$ cat src/rtl/mbox_pkg.sv
`timescale 1ns/1ps
package mbox_pkg;

  // Status and control field positions; software on both sides decodes these.
  localparam int unsigned EMPTY_LSB = 20;
  localparam int unsigned FULL_LSB  = 24;
  localparam int unsigned CLR_BIT   = 0;

  typedef enum logic [2:0] {
    ACC_TX,
    ACC_RX,
    ACC_STAT,
    ACC_CTRL,
    ACC_NONE
  } acc_e;

  // Word map: [0,ch) transmit, [ch,2ch) receive, 2ch status, 2ch+1 control.
  function automatic acc_e mbox_decode(input int unsigned a, input int unsigned ch);
    if (a < ch)               return ACC_TX;
    else if (a < 2 * ch)      return ACC_RX;
    else if (a == 2 * ch)     return ACC_STAT;
    else if (a == 2 * ch + 1) return ACC_CTRL;
    else                      return ACC_NONE;
  endfunction

endpackage

$ cat src/rtl/mbox_rst_sync.sv
`timescale 1ns/1ps
module mbox_rst_sync #(
  parameter int unsigned STAGES = 2
) (
  input  logic clk,
  input  logic rst_n,
  output logic rst_s
);
  logic [STAGES-1:0] sync_q;
  logic [STAGES-1:0] sync_d;

  always_comb begin
    sync_d = {sync_q[STAGES-2:0], 1'b1};
  end

  always_ff @(posedge clk or negedge rst_n) begin
    if (!rst_n) sync_q <= '0;
    else        sync_q <= sync_d;
  end

  assign rst_s = sync_q[STAGES-1];
endmodule

$ cat src/rtl/mbox_channel.sv
`timescale 1ns/1ps
module mbox_channel #(
  parameter int unsigned DW = 32
) (
  input  logic          clk,
  input  logic          rst_n,
  input  logic          clr,
  input  logic          wr,
  input  logic          rd,
  input  logic [DW-1:0] wdata,
  output logic [DW-1:0] data,
  output logic          full
);
  logic [DW-1:0] data_q, data_d;
  logic          full_q, full_d;
  logic          en;

  // Sender only writes when the slot is free, so wr and a draining rd never
  // fight over a held word; wr wins so fresh data is never lost.
  always_comb begin
    data_d = data_q;
    full_d = full_q;
    en     = clr | wr | rd;
    if (clr) begin
      data_d = '0;
      full_d = 1'b0;
    end else if (wr) begin
      data_d = wdata;
      full_d = 1'b1;
    end else if (rd) begin
      full_d = 1'b0;
    end
  end

  always_ff @(posedge clk or negedge rst_n) begin
    if (!rst_n) begin
      data_q <= '0;
      full_q <= 1'b0;
    end else if (en) begin
      data_q <= data_d;
      full_q <= full_d;
    end
  end

  assign data = data_q;
  assign full = full_q;
endmodule

$ cat src/rtl/mbox_port.sv
`timescale 1ns/1ps
module mbox_port
  import mbox_pkg::*;
#(
  parameter int unsigned CH      = 4,
  parameter int unsigned DW      = 32,
  parameter int unsigned AW      = 4,
  parameter bit          HAS_CLR = 1'b0
) (
  input  logic                 clk,
  input  logic                 rst_n,
  input  logic                 clr,
  input  logic                 req,
  input  logic                 we,
  input  logic [AW-1:0]        addr,
  input  logic [DW-1:0]        wdata,
  output logic [DW-1:0]        rdata,
  output logic                 err,
  output logic                 irq,
  input  logic [CH-1:0]        tx_empty,
  input  logic [CH-1:0]        rx_full,
  input  logic [CH-1:0][DW-1:0] rx_data,
  output logic [CH-1:0]        tx_wr,
  output logic [CH-1:0]        rx_rd,
  output logic                 clr_req
);
  acc_e          acc;
  int unsigned   ch_i;
  logic          sel_empty;
  logic [CH-1:0] tie_q, tie_d;
  logic [CH-1:0] rie_q, rie_d;
  logic          ctrl_wr;
  logic          ctrl_en;

  always_comb begin
    acc  = mbox_decode(int'(addr), CH);
    ch_i = (acc == ACC_RX) ? int'(addr) - CH : int'(addr);
  end

  // Channel strobes and the selected empty bit
  always_comb begin
    tx_wr     = '0;
    rx_rd     = '0;
    sel_empty = 1'b0;
    for (int n = 0; n < CH; n++) begin
      if (ch_i == n) begin
        sel_empty = tx_empty[n];
        tx_wr[n]  = req && we && (acc == ACC_TX) && tx_empty[n];
        rx_rd[n]  = req && !we && (acc == ACC_RX);
      end
    end
  end

  // Read mux and error response
  always_comb begin
    rdata = '0;
    err   = 1'b0;
    unique case (acc)
      ACC_TX:   err = req && we && !sel_empty;
      ACC_RX: begin
        err = req && we;
        for (int n = 0; n < CH; n++) begin
          if (ch_i == n) rdata = rx_data[n];
        end
      end
      ACC_STAT: begin
        rdata[EMPTY_LSB +: CH] = tx_empty;
        rdata[FULL_LSB  +: CH] = rx_full;
      end
      ACC_CTRL: begin
        rdata[EMPTY_LSB +: CH] = tie_q;
        rdata[FULL_LSB  +: CH] = rie_q;
      end
      default:  err = req;
    endcase
  end

  // Interrupt enables: next state
  always_comb begin
    ctrl_wr = req && we && (acc == ACC_CTRL);
    ctrl_en = clr | ctrl_wr;
    tie_d   = tie_q;
    rie_d   = rie_q;
    if (clr) begin
      tie_d = '0;
      rie_d = '0;
    end else if (ctrl_wr) begin
      tie_d = wdata[EMPTY_LSB +: CH];
      rie_d = wdata[FULL_LSB  +: CH];
    end
  end

  always_ff @(posedge clk or negedge rst_n) begin
    if (!rst_n) begin
      tie_q <= '0;
      rie_q <= '0;
    end else if (ctrl_en) begin
      tie_q <= tie_d;
      rie_q <= rie_d;
    end
  end

  generate
    if (HAS_CLR) begin : g_clr
      assign clr_req = ctrl_wr && wdata[CLR_BIT];
    end else begin : g_noclr
      assign clr_req = 1'b0;
    end
  endgenerate

  assign irq = (|(tie_q & tx_empty)) | (|(rie_q & rx_full));
endmodule

$ cat src/rtl/dual_mailbox.sv
`timescale 1ns/1ps
module dual_mailbox #(
  parameter int unsigned CH = 4,
  parameter int unsigned DW = 32,
  parameter int unsigned AW = 4
) (
  input  logic          clk,
  input  logic          rst_n,
  input  logic          a_req,
  input  logic          a_we,
  input  logic [AW-1:0] a_addr,
  input  logic [DW-1:0] a_wdata,
  output logic [DW-1:0] a_rdata,
  output logic          a_err,
  output logic          a_irq,
  input  logic          b_req,
  input  logic          b_we,
  input  logic [AW-1:0] b_addr,
  input  logic [DW-1:0] b_wdata,
  output logic [DW-1:0] b_rdata,
  output logic          b_err,
  output logic          b_irq
);
  logic                 rst_s;
  logic                 unit_clr;
  logic                 a_clr_req, b_clr_req;
  logic [CH-1:0]        ab_occ, ba_occ;
  logic [CH-1:0][DW-1:0] ab_data, ba_data;
  logic [CH-1:0]        a_tx_wr, a_rx_rd, b_tx_wr, b_rx_rd;

  mbox_rst_sync #(.STAGES(2)) u_rst (
    .clk   (clk),
    .rst_n (rst_n),
    .rst_s (rst_s)
  );

  assign unit_clr = a_clr_req | b_clr_req;

  generate
    for (genvar n = 0; n < CH; n++) begin : g_ch
      mbox_channel #(.DW(DW)) u_ab (
        .clk   (clk),
        .rst_n (rst_s),
        .clr   (unit_clr),
        .wr    (a_tx_wr[n]),
        .rd    (b_rx_rd[n]),
        .wdata (a_wdata),
        .data  (ab_data[n]),
        .full  (ab_occ[n])
      );
      mbox_channel #(.DW(DW)) u_ba (
        .clk   (clk),
        .rst_n (rst_s),
        .clr   (unit_clr),
        .wr    (b_tx_wr[n]),
        .rd    (a_rx_rd[n]),
        .wdata (b_wdata),
        .data  (ba_data[n]),
        .full  (ba_occ[n])
      );
    end
  endgenerate

  mbox_port #(.CH(CH), .DW(DW), .AW(AW), .HAS_CLR(1'b1)) u_pa (
    .clk      (clk),
    .rst_n    (rst_s),
    .clr      (unit_clr),
    .req      (a_req),
    .we       (a_we),
    .addr     (a_addr),
    .wdata    (a_wdata),
    .rdata    (a_rdata),
    .err      (a_err),
    .irq      (a_irq),
    .tx_empty (~ab_occ),
    .rx_full  (ba_occ),
    .rx_data  (ba_data),
    .tx_wr    (a_tx_wr),
    .rx_rd    (a_rx_rd),
    .clr_req  (a_clr_req)
  );

  mbox_port #(.CH(CH), .DW(DW), .AW(AW), .HAS_CLR(1'b0)) u_pb (
    .clk      (clk),
    .rst_n    (rst_s),
    .clr      (unit_clr),
    .req      (b_req),
    .we       (b_we),
    .addr     (b_addr),
    .wdata    (b_wdata),
    .rdata    (b_rdata),
    .err      (b_err),
    .irq      (b_irq),
    .tx_empty (~ba_occ),
    .rx_full  (ab_occ),
    .rx_data  (ab_data),
    .tx_wr    (b_tx_wr),
    .rx_rd    (b_rx_rd),
    .clr_req  (b_clr_req)
  );
endmodule

$ cat config.mk
export PLATFORM = sky130hd
export DESIGN_NAME = dual_mailbox
export DESIGN_NICKNAME = d
export VERILOG_FILES = /design/src/rtl/mbox_pkg.sv /design/src/rtl/mbox_rst_sync.sv /design/src/rtl/mbox_channel.sv /design/src/rtl/mbox_port.sv /design/src/rtl/dual_mailbox.sv
export SDC_FILE = /design/constraint.sdc
export NUM_CORES = 1
export LEC_CHECK = 0
export ABC_AREA = 1
export CAP_MARGIN = 20
export CELL_PAD_IN_SITES_DETAIL_PLACEMENT = 0
export CELL_PAD_IN_SITES_GLOBAL_PLACEMENT = 1
export CORE_MARGIN = 5
export CORE_UTILIZATION = 49
export CTS_BUF_LIST = sky130_fd_sc_hd__clkbuf_4
export DETAILED_ROUTE_END_ITERATION = 10
export DONT_BUFFER_PORTS = 1
export PLACE_DENSITY_LB_ADDON = 0.1
export RECOVER_POWER = 50
export SYNTH_ARGS = -nofsm -noshare
export SYNTH_HDL_FRONTEND = slang
export SYNTH_SLANG_ARGS = --single-unit
$ cat constraint.sdc
create_clock -name clk -period 11.2 [get_ports clk]
set_input_delay 2.24 -clock clk [delete_from_list [all_inputs] [get_ports clk]]
set_output_delay 2.24 -clock clk [all_outputs]
set_load 0.05 [all_outputs]
[Word level (Yosys, flattened, before mapping)]
Index checks and enable logic that the tools add are counted.
Storage, ports and cells
  register bits after elaboration: 282
  latch bits: 0
  bits in writable memories: 0
  bits in read-only memories: 0
  input bits: 78
  output and inout port bits: 68
  word-level logic and storage cells: 238
  memories: 0
Operators by class
  add/sub/neg operators: 2
  multiply operators: 0
  divide/modulo/power cells: 0
  magnitude comparators: 4
  equality and inequality tests: 16
  shift-type cells: 0
  mux-type cells: 98
  bitwise logic cells: 26
  reduce and logical (&&, ||, !) cells: 71
Operators by type and width (number)
  $mux 32: 26
  $eq 32x2->1 const B: 4
  $eq 32x1->1 const B: 2
  $logic_not 32->1: 2
  $mux 1: 48
  $pmux 8 s3: 2
  $mux 20: 2
  $mux 4: 10
  $reduce_and 2->1: 18
  $mux 3: 8
  $reduce_bool 3->1: 8
  $logic_and 1x1->1: 21
  $or 1x1->1: 20
  $reduce_bool 2->1: 10
  $and 4x4->4: 4
  $eq 4x4->1 const B: 4
  $reduce_or 4->1: 4
  $eq 3x2->1 const B: 4
  $sub 4x3->5 const B: 2
  $lt 4x3->1 const B: 2
  $lt 4x4->1 const B: 2
  $not 4->4: 2
  $eq 3x1->1 const B: 2
  $logic_not 3->1: 2
  3 further kinds: 8

[Longest topological paths before layout]
Gate-level depths: netlist of the first run.
  depth in word-level cells: 15
  mapped depth: 15
  depth with buffers taken out: 12

[Modules after synthesis]
From an unflattened synthesis of the first run, not the netlist that was laid out.
Second synthesis, totals
  cells, all modules: 2081
  area total of the unflattened synthesis: 15050.7 um^2
Modules (own cells, without submodules)
  mbox_channel: times used 8, cells each 145, area each 1338.8 um^2, seq. area each 825.8 um^2
  mbox_port at u_pb: times used 1, cells each 453, area each 2157.1 um^2, seq. area each 200.2 um^2
  mbox_port at u_pa: times used 1, cells each 454, area each 2088.3 um^2, seq. area each 200.2 um^2
  mbox_rst_sync: times used 1, cells each 3, area each 53.8 um^2, seq. area each 50.0 um^2
  dual_mailbox: times used 1, cells each 11, area each 41.3 um^2, seq. area each 0.0 um^2

[Least setup slack after synthesis of the first run]
No wires, ideal clock.
  path kind: input to output
  from: input port a_addr[3]
  to: output port a_rdata[11]
  data arrival time: 4466 ps
  data required time: 8960 ps
  setup slack: 4494 ps
  cell stages on the path: 11
  buffers on the path: 2
  path through: inv_1 > ha_1 > nand2_1 > nand2_1 > nor2_1 > buf_2 > buf_2 > nand3_1 > nand2_1 > nor2_1 > nor3_1
On the way
  cells in the longest elaborated chain, start to end: 13
  elaborated cells on any way between the ends: 20
  those cells by class: 1 x add/sub; 2 x order compare; 6 x eq/ne; 10 x mux; 1 x reduce/logical
RTL lines
  start: declaration: RTL line dual_mailbox.sv:11  | input logic [AW-1:0] a_addr,
  $eq 4x4->1: RTL line mbox_pkg.sv:22  | else if (a == 2 * ch + 1) return ACC_CTRL;
  $mux 3: RTL line mbox_pkg.sv:22
  $mux 3: RTL line mbox_pkg.sv:21  | else if (a == 2 * ch) return ACC_STAT;
  $mux 3: RTL line mbox_pkg.sv:20  | else if (a < 2 * ch) return ACC_RX;
  $mux 3: RTL line mbox_pkg.sv:19  | if (a < ch) return ACC_TX;
  $eq 3x1->1: RTL line mbox_port.sv:37, mbox_port.sv:58
  $mux 32: RTL line mbox_port.sv:37  | ch_i = (acc == ACC_RX) ? int'(addr) - CH : int'(addr);
  $logic_not 32->1: RTL line mbox_port.sv:63  | if (ch_i == n) rdata = rx_data[n];
  $mux 32 (4 in a row): RTL line mbox_port.sv:63
  $mux 20 (*): RTL line mbox_port.sv:58  | unique case (acc)
  end: declaration: RTL line dual_mailbox.sv:13  | output logic [DW-1:0] a_rdata,
Every way passes the cells marked *; elsewhere a longest branch is shown, timed or not.

[Worst setup path after layout of the first run]
  from: input port a_addr[3]
  to: output port a_rdata[1]
Same word-level chain as after synthesis.

==> flow_summary.toml, run 1 <==
[routing]
viasPerCell = 5.61
via_count = 12081
drtPass1Iterations = 5
routed_wl_mm = 40.2
wl_per_cell_microns = 18.7
drc = 0
ant_nets = 0
drt_iter0_markers = 961

[place]
place_hpwl_mm = 23.5
place_congestion = 0.860
postPlaceCellArea_sq_um = 14000
port_buffers = 0

[cells_and_area]
synthToLayoutAreaGrowth_pct = 7.60
nFillCells = 2847
finalInstanceArea_sq_um = 15000
drive_above_1_share_pct = 10.8
final_nets = 1812

[timing]
worst_slew_pin_slew_ns = 3.93
setup_viol = 0
slew_violations = 378
timing.final.crit_share_pct = 77.0
setup_tns_ns = 0
hold_violations = 0
relSlewSlack_pct = -162
fin_crit_ns = 8.62
fin_skew_ns = 0.0438
rsz0062_at_grt = "false"
fmax_mhz = 116

[floorplan]
rows = 61
initial_core_util_pct = 49.8
fp.coreArea_sq_um = 27900
ioPinCount = 146
die-area_sq_um = 31900
dieWidth_microns = 179
die_y_microns = 179

[power]
p_leak_uw = 0.00731
power_density_nw_per_um2 = 164
vdd_ir_drop_max_mv = 0.0897

[synth]
synth_cells = 1750
syn-num-nets = 1836
synth_area_leader_cell = "dfrtp_1"
ys_ff_latch = 282
ys_top_cells_by_area = "dfrtp_1, nand2_1, nand3_1, o21ai_0, o21ai_1"
yosysTopAreaCellShare_pct = 50.7
synth-seq-area-share_pct = 50.7
synth.distinct_cells = 34
ys_warn_count = 0
synth_area_per_cell_sq_um = 7.95
syn_area_sq_um = 13900

[cts]
cts_tree = "done"
hold_buffers = 0
cts_setup_buffers = 0
clock-sinks = 282
ctsResizeCount = 0
clockBufferDepth = 3
clk-insertion-delay-late_ns = 0.69
cts-root-buf = "clkbuf_4"
htreeDepth = 3
cts_buffers = 78
path_clk_slew_ns = 0.07

[grt]
grt_pass1_vias = 11835
antenna_found_initial = 2
groute.usage.overall_pct = 25.6
grt_overflow = 0
grt_max_degree = 176
grt_pass1_wl_mm = 65.1

[run_status]
status = "finished, violations left"
failed_checks = "max-capacitance violations, max-slew violations"

[worst_setup_path]
cp_cell_sequence = "inv_1, ha_1, inv_2, nand2_1, nand2_2, nor2_8, nand2_1, buf_8, nand3_1, nand2_1, a21oi_1"
cp_slowest_cell = "a21oi_1"
reg2reg_depth = 2
worstSetupPathType = "in -> out"
worstPathArrival_ns = 6.38
crit_top_cell = "nand2_1"
crit-reg2reg-launch = "u_rst.sync_q[1]"
slowest_delay_ns = 0.84
reg2reg_to = "g_ch[2].u_ab.data[23]"
critPathCapture = "a_rdata[1]"
crit_start = "a_addr[3]"
startpoint_type = "primary input"
crit_path_max_fanout = 63
cp.required_ns = 8.96
endpoint_kind = "output port"
rrSetupSlack_ns = 4.62

[worst_hold_path]
hold_path_class = "reg -> reg"

[job]
maxCapViolations = 4
==> how the worst min path moves through the flow <==
stage	to	start	slack (ns)	depth (start not counted)
6_report	u_rst.sync_q[1]	u_rst.sync_q[0]	0.34	0
5_1_grt	u_rst.sync_q[1]	u_rst.sync_q[0]	0.36	0
4_1_cts	u_rst.sync_q[1]	u_rst.sync_q[0]	0.35	0
3_5_place_dp	u_rst.sync_q[1]	u_rst.sync_q[0]	0.35	0
3_3_place_gp	u_rst.sync_q[1]	u_rst.sync_q[0]	0.34	0
2_1_floorplan	u_rst.sync_q[1]	u_rst.sync_q[0]	0.33	0
==> metrics by stage <==
step	setup slack (ns)	util [%]	power, uW	hold WS (ns)	instances
global placement	2.45	50.1	1550	0.337	2021
global route	2.11	53.6	2600	0.365	2155
floorplan	2.76	-	1470	0.331	1750
CTS	2.33	53.6	2480	0.350	2151
detailed placement	2.33	50.2	1560	0.347	2022
finish	2.58	53.6	2450	0.343	2155
==> final cells by class <==
class | count | area [sq um] | area share (%)
inverter | 76 | 285 | 1.90
clock inverter | 15 | 104 | 0.693
multi-input combinational | 1267 | 6010 | 40.2
timing repair buffer | 21 | 184 | 1.23
antenna | 2 | 5.00 | 0.0334
tap | 378 | 473 | 3.16
clock buffer | 114 | 856 | 5.71
sequential | 282 | 7060 | 47.1
==> metal layers <==
metal | track usage [%] | share of wire, %
met1 | 35.6 | 45
met2 | 40.0 | 45
met3 | 5.91 | 6.9
met4 | 8.35 | 2.5
met5 | 0 | 0
==> synthesized netlist by cell type, drive strengths merged <==
cell type,instances
a22oi,1
o21a,5
nor2,89
nand3,285
o21ai,281
nand4,7
conb,1
clkbuf,47
ha,8
buf,78
a221oi,2
a21oi,47
nor3,10
dfrtp,282
nand3b,22
nand2,474
o22ai,1
or2,12
o211ai,22
inv,76
==> logic make-up (layout without fill, tap and decap cells) <==
family,after synthesis,count (layout),synth area share [%]
and+or+nand+nor,899,899,28.5
AOI/OAI and AO/OA,359,359,13.6
DFF,282,282,50.7
buffers and inverters,201,226,6.46
adders and majority gates,8,8,0.719
other,1,3,0.0269
==> registers in the layout, summed over array words and instances, names as in the netlist <==
register,count
g_ch.u_ab.data,128
g_ch.u_ba.full,4
u_pa.rie_q,4
g_ch.u_ab.full,4
u_pa.tie_q,4
u_pb.tie_q,4
u_rst.sync_q,2
u_pb.rie_q,4
g_ch.u_ba.data,128
==> power by group <==
group	total, uW	internal [uW]	switching [uW]
clock	914	487	427
combinational	307	100	207
sequential	1230	1150	78.8
total	2450	1740	713
==> worst max-delay path: cells and delay by family <==
| kind | cells | cell delay, ns |
|---|---|---|
| AOI/OAI and AO/OA | 1 | 0.84 |
| adders and majority gates | 1 | 0.62 |
| buffers and inverters | 3 | 0.88 |
| and+or+nand+nor | 6 | 1.79 |
==> cell usage in the layout (no fill, tap or decap), types with 2 or more instances in the layout <==
cell type,instances
nand2_2,5
nand2_1,469
a21oi_1,46
o21ai_1,124
nand3_2,5
inv_1,64
nor2_4,4
clkinv_1,8
buf_12,2
inv_2,13
nor2_1,78
nor3_2,7
o21ai_0,156
dfrtp_1,282
clkinvlp_4,3
o211ai_1,22
nor2_2,6
nand4_1,7
nor3_1,2
or2_0,4
o21a_1,5
a221oi_1,2
ha_1,8
diode_2,2
clkbuf_4,114
nand3_1,280
clkinv_4,2
or2_2,8
nand3b_1,22
buf_4,16
Power figures use the tool's default switching activity.
==> run 2, diff against run 1 <==
- ABC_AREA: 1 -> 0
- CORE_UTILIZATION: 49 -> 50
- clock period: 11.2 -> 7.95 ns (I/O delays scaled with it)
==> run 2 against run 1 <==
Worst setup slack worse by 0.28 ns. Power grew 36%. Synthesized cell count down 15%. The run still ends with max-capacitance violations, max-slew violations left. Global-route usage up 0.58 points. Worst hold slack better by 0.015 ns. Synthesized area decreased by 0.24%. Sequential share of layout area decreased by 0.90 points. Combinational power is 10% higher. Register-to-register slack worse by 2.3 ns. Sequential cell count unchanged. Critical path depth is 10 lower.
==> flow_summary.toml, run 2 <==
[run_status]
status = "finished, violations left"
failed_checks = "max-capacitance violations, max-slew violations"

[cells_and_area]
nFillCells = 2580
fin_cells = 1908
utilization_pct = 55.3
mostFrequentLayoutCell = "nand2_1"
synthToLayoutAreaGrowth_pct = 9.95
final_cell_mix = "nand2_1, dfrtp_1, a21oi_1"
drive_above_1_share_pct = 15.2
final_nets = 1555

[grt]
grt_max_degree = 186
grt_pass1_vias = 11426
groute.usage.overall_pct = 26.2
grt_overflow = 0
antenna_found_initial = 1
grt_pass1_wl_mm = 65.3

[synth]
synth_cells = 1485
synth-edff-count = 0
ys_warn_count = 0
async_flop_share_pct = 100
synth-seq-area-share_pct = 50.8
ys_top_cells_by_area = "dfrtp_1, nand2_1, a21oi_1, mux4_2, mux2i_1"
syn_area_sq_um = 13900
synth_ff_type = "dfrtp_1"
synth_area_per_cell_sq_um = 9.35
synth.distinct_cells = 53
syn-num-nets = 1571
yosysMostFrequentCell = "nand2_1"
synth_area_leader_cell = "dfrtp_1"
yosys-top-cells-count = "nand2_1, dfrtp_1, a21oi_1, clkbuf_1, a211oi_1"
yosysTopAreaCellShare_pct = 50.8
ys_ff_latch = 282

[cts]
clockBufferDepth = 3
clock-sinks = 282
cts_tree = "done"
clk-insertion-delay-late_ns = 0.69
cts_buffers = 81
htreeDepth = 3
path_clk_slew_ns = 0.07
hold_buffers = 0
cts-root-buf = "clkbuf_4"
ctsResizeCount = 0
cts_setup_buffers = 0

[worst_setup_path]
endpoint_kind = "async pin"
cp_cell_sequence = "clkbuf_2"
crit_family = "buffers and inverters"
worstSetupPathType = "reg -> async"
crit-reg2reg-launch = "u_rst.sync_q[1]"
path_buf_inv = 1
worstPathArrival_ns = 5.29
slowest_delay_ns = 3.28
startpoint_type = "register"
cp_slowest_cell = "clkbuf_2"
crit_path_max_fanout = 185
cp.required_ns = 7.58
crit_start = "u_rst.sync_q[1]"

[timing]
setup_tns_ns = 0
rsz0062_at_grt = "false"
hold_violations = 0
relSlewSlack_pct = -217
fmax_mhz = 177
timing.final.crit_share_pct = 71.2
fin_crit_ns = 5.66
fin_skew_ns = 0.0473
worst_slew_pin_slew_ns = 4.76
setup_viol = 0
slew_violations = 482

[place]
dpl.cell_count = 1763
port_buffers = 0
place_congestion = 0.843
place_hpwl_mm = 22.6

[floorplan]
die_y_microns = 177
initial_core_util_pct = 50.3
dieWidth_microns = 177
fp.coreArea_sq_um = 27600
ioPinCount = 146
die-area_sq_um = 31200
rows = 61

[power]
power.switching_uw = 903
power.share.combinational_pct = 10.1
power.total_uw = 3330
p_leak_uw = 0.00657
power.clock.fraction_pct = 40.3
seqPwrFrac_pct = 49.6
p_int_uw = 2430
switching_share_pct = 27.1
vdd_ir_drop_max_mv = 0.126
power_density_nw_per_um2 = 218

[job]
maxCapViolations = 8

[routing]
drtPass1Iterations = 5
drc = 0
wl_per_cell_microns = 21.3
routed_wl_mm = 40.7
viasPerCell = 5.86
drt_iter0_markers = 1017
via_count = 11177
ant_nets = 0

[worst_hold_path]
hold_path_class = "reg -> reg"
worstHoldStart = "u_rst.sync_q[0]"
-- run 2: cell count changes after synthesis, moves of 55 or more --
cell,before,now
nor2_1,80,17
o21ai_0,149,49
a211oi_1,0,55
o21ai_1,131,0
nand3_1,281,38
a21oi_1,46,231
nand2_1,469,398
-- run 2: layout make-up --
type	count	area (sq um)	area share, %
Tap cell	378	473	3.10
Multi-Input combinational cell	1062	6460	42.3
Clock buffer	112	841	5.51
Timing Repair Buffer	26	186	1.22
Sequential cell	282	7060	46.2
Antenna cell	1	2.50	0.0164
Clock inverter	31	183	1.20
Inverter	16	60.1	0.393
-- run 2: per-layer routing --
layer	GRT usage (%)	routed length, microns	up-vias
li1	-	-	5177
met1	37.8	18400	5592
met2	40.1	18700	351
met3	6.47	3000	57
met4	6.93	602	0
met5	0	0	-
-- run 2: worst paths after layout --
| check | to | slack [ns] | depth (start not counted) |
|---|---|---|---|
| max | g_ch[3].u_ab.data[12] | 2.29 | 1 |
| min reg2reg | u_rst.sync_q[1] | 0.36 | 0 |
| max in group clk | b_err | 2.43 | 7 |
| max reg2reg | g_ch[3].u_ab.data[12] | 2.29 | 1 |
| min in group asynchronous | g_ch[3].u_ba.data[28] | 0.43 | 0 |
| min | u_rst.sync_q[1] | 0.36 | 0 |
-- run 2: power by group through the flow --
| stage | Combinational [uW] | Clock (uW) | Sequential (uW) |
|---|---|---|---|
| floorplan | 278 | 0 | 1660 |
| global placement | 336 | 0 | 1670 |
| detailed placement | 343 | 0 | 1680 |
| CTS | 343 | 1380 | 1650 |
| global route | 380 | 1470 | 1670 |
| finish | 338 | 1340 | 1650 |
-- run 2: cell families (layout without fill, tap and decap cells) --
family / count (synthesis) / after routing / synth area share, %
other cells: 1 / 2 / 0.0270
fa+ha+maj: 8 / 8 / 0.721
flops: 282 / 282 / 50.8
simple gates: 553 / 553 / 17.7
compound gates: 407 / 407 / 17.2
buf+inv: 141 / 185 / 4.08
mux: 93 / 93 / 9.39
-- run 2: stage by stage --
step | instance area [sq um] | hold WS (ns) | worst slack, ns
after floorplan | 13900 | 0.331 | 2.43
after global placement | 14300 | 0.247 | 2.50
after detailed placement | 14300 | 0.250 | 2.46
after CTS | 15300 | 0.255 | 2.45
after global routing | 15300 | 0.361 | 1.21
final | 15300 | 0.359 | 2.29
==> run 3, diff against run 2 <==
- clock period: 7.95 -> 5.69 ns (I/O delays scaled with it)
==> run 3 against run 2 <==
Power rose by 41%. The run still ends with max-capacitance violations, max-slew violations left. Clock-buffer cell count grew 8. Critical path type is now in -> out. Clock skew decreased by 0.012 ns. Combinational power up 42%. Die area unchanged.
==> flow_summary.toml, run 3 (synthesized netlist as in run 2, its figures left out) <==
[floorplan]
die_y_microns = 177
die-area_sq_um = 31200
rows = 61
dieWidth_microns = 177
fp.coreArea_sq_um = 27600
ioPinCount = 146
initial_core_util_pct = 50.3

[timing]
timing.final.crit_share_pct = 83.0
fin_crit_ns = 4.72
hold_violations = 0
fmax_mhz = 212
worst_slew_pin_slew_ns = 2.82
slew_violations = 313
setup_viol = 0
fin_skew_ns = 0.0354
rsz0062_at_grt = "false"
setup_tns_ns = 0
relSlewSlack_pct = -87.7

[cells_and_area]
synthToLayoutAreaGrowth_pct = 10.6
finalInstanceArea_sq_um = 15400
utilization_pct = 55.6
drive_above_1_share_pct = 16.2
mostFrequentLayoutCell = "nand2_1"
final_nets = 1560
nFillCells = 2590
final_cell_mix = "nand2_1, dfrtp_1, a21oi_1"

[place]
port_buffers = 0
postPlaceCellArea_sq_um = 14400
place_congestion = 0.827
place_hpwl_mm = 22.9

[cts]
ctsResizeCount = 0
cts_buffers = 78
htreeDepth = 3
hold_buffers = 0
cts_setup_buffers = 0
path_clk_slew_ns = 0.06
clockBufferDepth = 3
clk-insertion-delay-late_ns = 0.67
cts_tree = "done"
clock-sinks = 282
cts-root-buf = "clkbuf_4"

[worst_setup_path]
worstSetupPathType = "in -> out"
rrSetupSlack_ns = 1.99
worstPathArrival_ns = 3.58
reg2reg_depth = 1
startpoint_type = "primary input"
critPathCapture = "b_rdata[12]"
crit-reg2reg-launch = "u_rst.sync_q[1]"
crit_start = "b_addr[2]"
cp.required_ns = 4.55
endpoint_kind = "output port"
reg2reg_to = "g_ch[2].u_ab.data[16]"
crit_path_max_fanout = 18

[routing]
wl_per_cell_microns = 21.6
via_count = 11338
ant_nets = 0
drc = 0
routed_wl_mm = 41.3
drtPass1Iterations = 5
drt_iter0_markers = 942
viasPerCell = 5.92

[grt]
groute.usage.overall_pct = 26.4
grt_overflow = 0
grt_pass1_wl_mm = 65.5
grt_pass1_vias = 11391
grt_max_degree = 164
antenna_found_initial = 1

[power]
vdd_ir_drop_max_mv = 0.154
p_leak_uw = 0.00664
power_density_nw_per_um2 = 306

[run_status]
failed_checks = "max-capacitance violations, max-slew violations"
status = "finished, violations left"

[worst_hold_path]
hold_path_class = "in -> async"

[job]
maxCapViolations = 3
run 3: area by class of cell:
type	instances	area (sq um)	area share, %
diodes	1	2.50	0.0163
clock buffers	120	901	5.87
clock inverters	21	143	0.929
inverters	16	60.1	0.391
multi-input cells	1062	6460	42.1
flip-flops and latches	282	7060	46.0
well taps	378	473	3.08
repair buffers	34	260	1.69
run 3: worst min-delay path by stage:
stage                                from              end  slack, ns  cells after the start
final                               rst_n  u_rst.sync_q[0]       0.17                      0
after global routing                rst_n  u_rst.sync_q[0]       0.08                      0
after CTS                           rst_n  u_rst.sync_q[1]       0.09                      0
after detailed placement  u_rst.sync_q[0]  u_rst.sync_q[1]       0.34                      0
after global placement    u_rst.sync_q[0]  u_rst.sync_q[1]       0.34                      0
after floorplan           u_rst.sync_q[0]  u_rst.sync_q[1]       0.33                      0
run 3: critical path, cell delays in order:
cell and delay (ns):
inv_1 0.03, ha_1 0.30, nand4bb_2 0.86, buf_4 0.51
a211oi_2 0.73
run 3: power breakdown:
group	total, uW	internal (uW)	switching, uW	leakage, uW
Combinational	479	209	270	0.00219
Clock	1910	1050	855	0.000619
Sequential	2310	2180	127	0.00383
Total	4700	3450	1250	0.00664
run 3: routing by layer:
metal / GRT usage [%] / up-vias / routed length [microns] / part of all wire (%)
met5: 0 / - / 0 / 0
li1: - / 5187 / - / -
met4: 6.93 / 0 / 812 / 2.0
met2: 39.8 / 406 / 18700 / 45
met3: 7.58 / 66 / 3440 / 8.3
met1: 38.0 / 5679 / 18400 / 45
run 3: per-stage QoR:
step,setup WS [ns],hold slack [ns],power [uW],cells
after CTS,0.999,0.0859,4760,1913
after floorplan,1.07,0.331,2710,1485
after detailed placement,0.995,0.343,2830,1772
final,0.969,0.169,4700,1914
after global placement,1.08,0.336,2810,1772
after global routing,0.821,0.0819,4940,1914
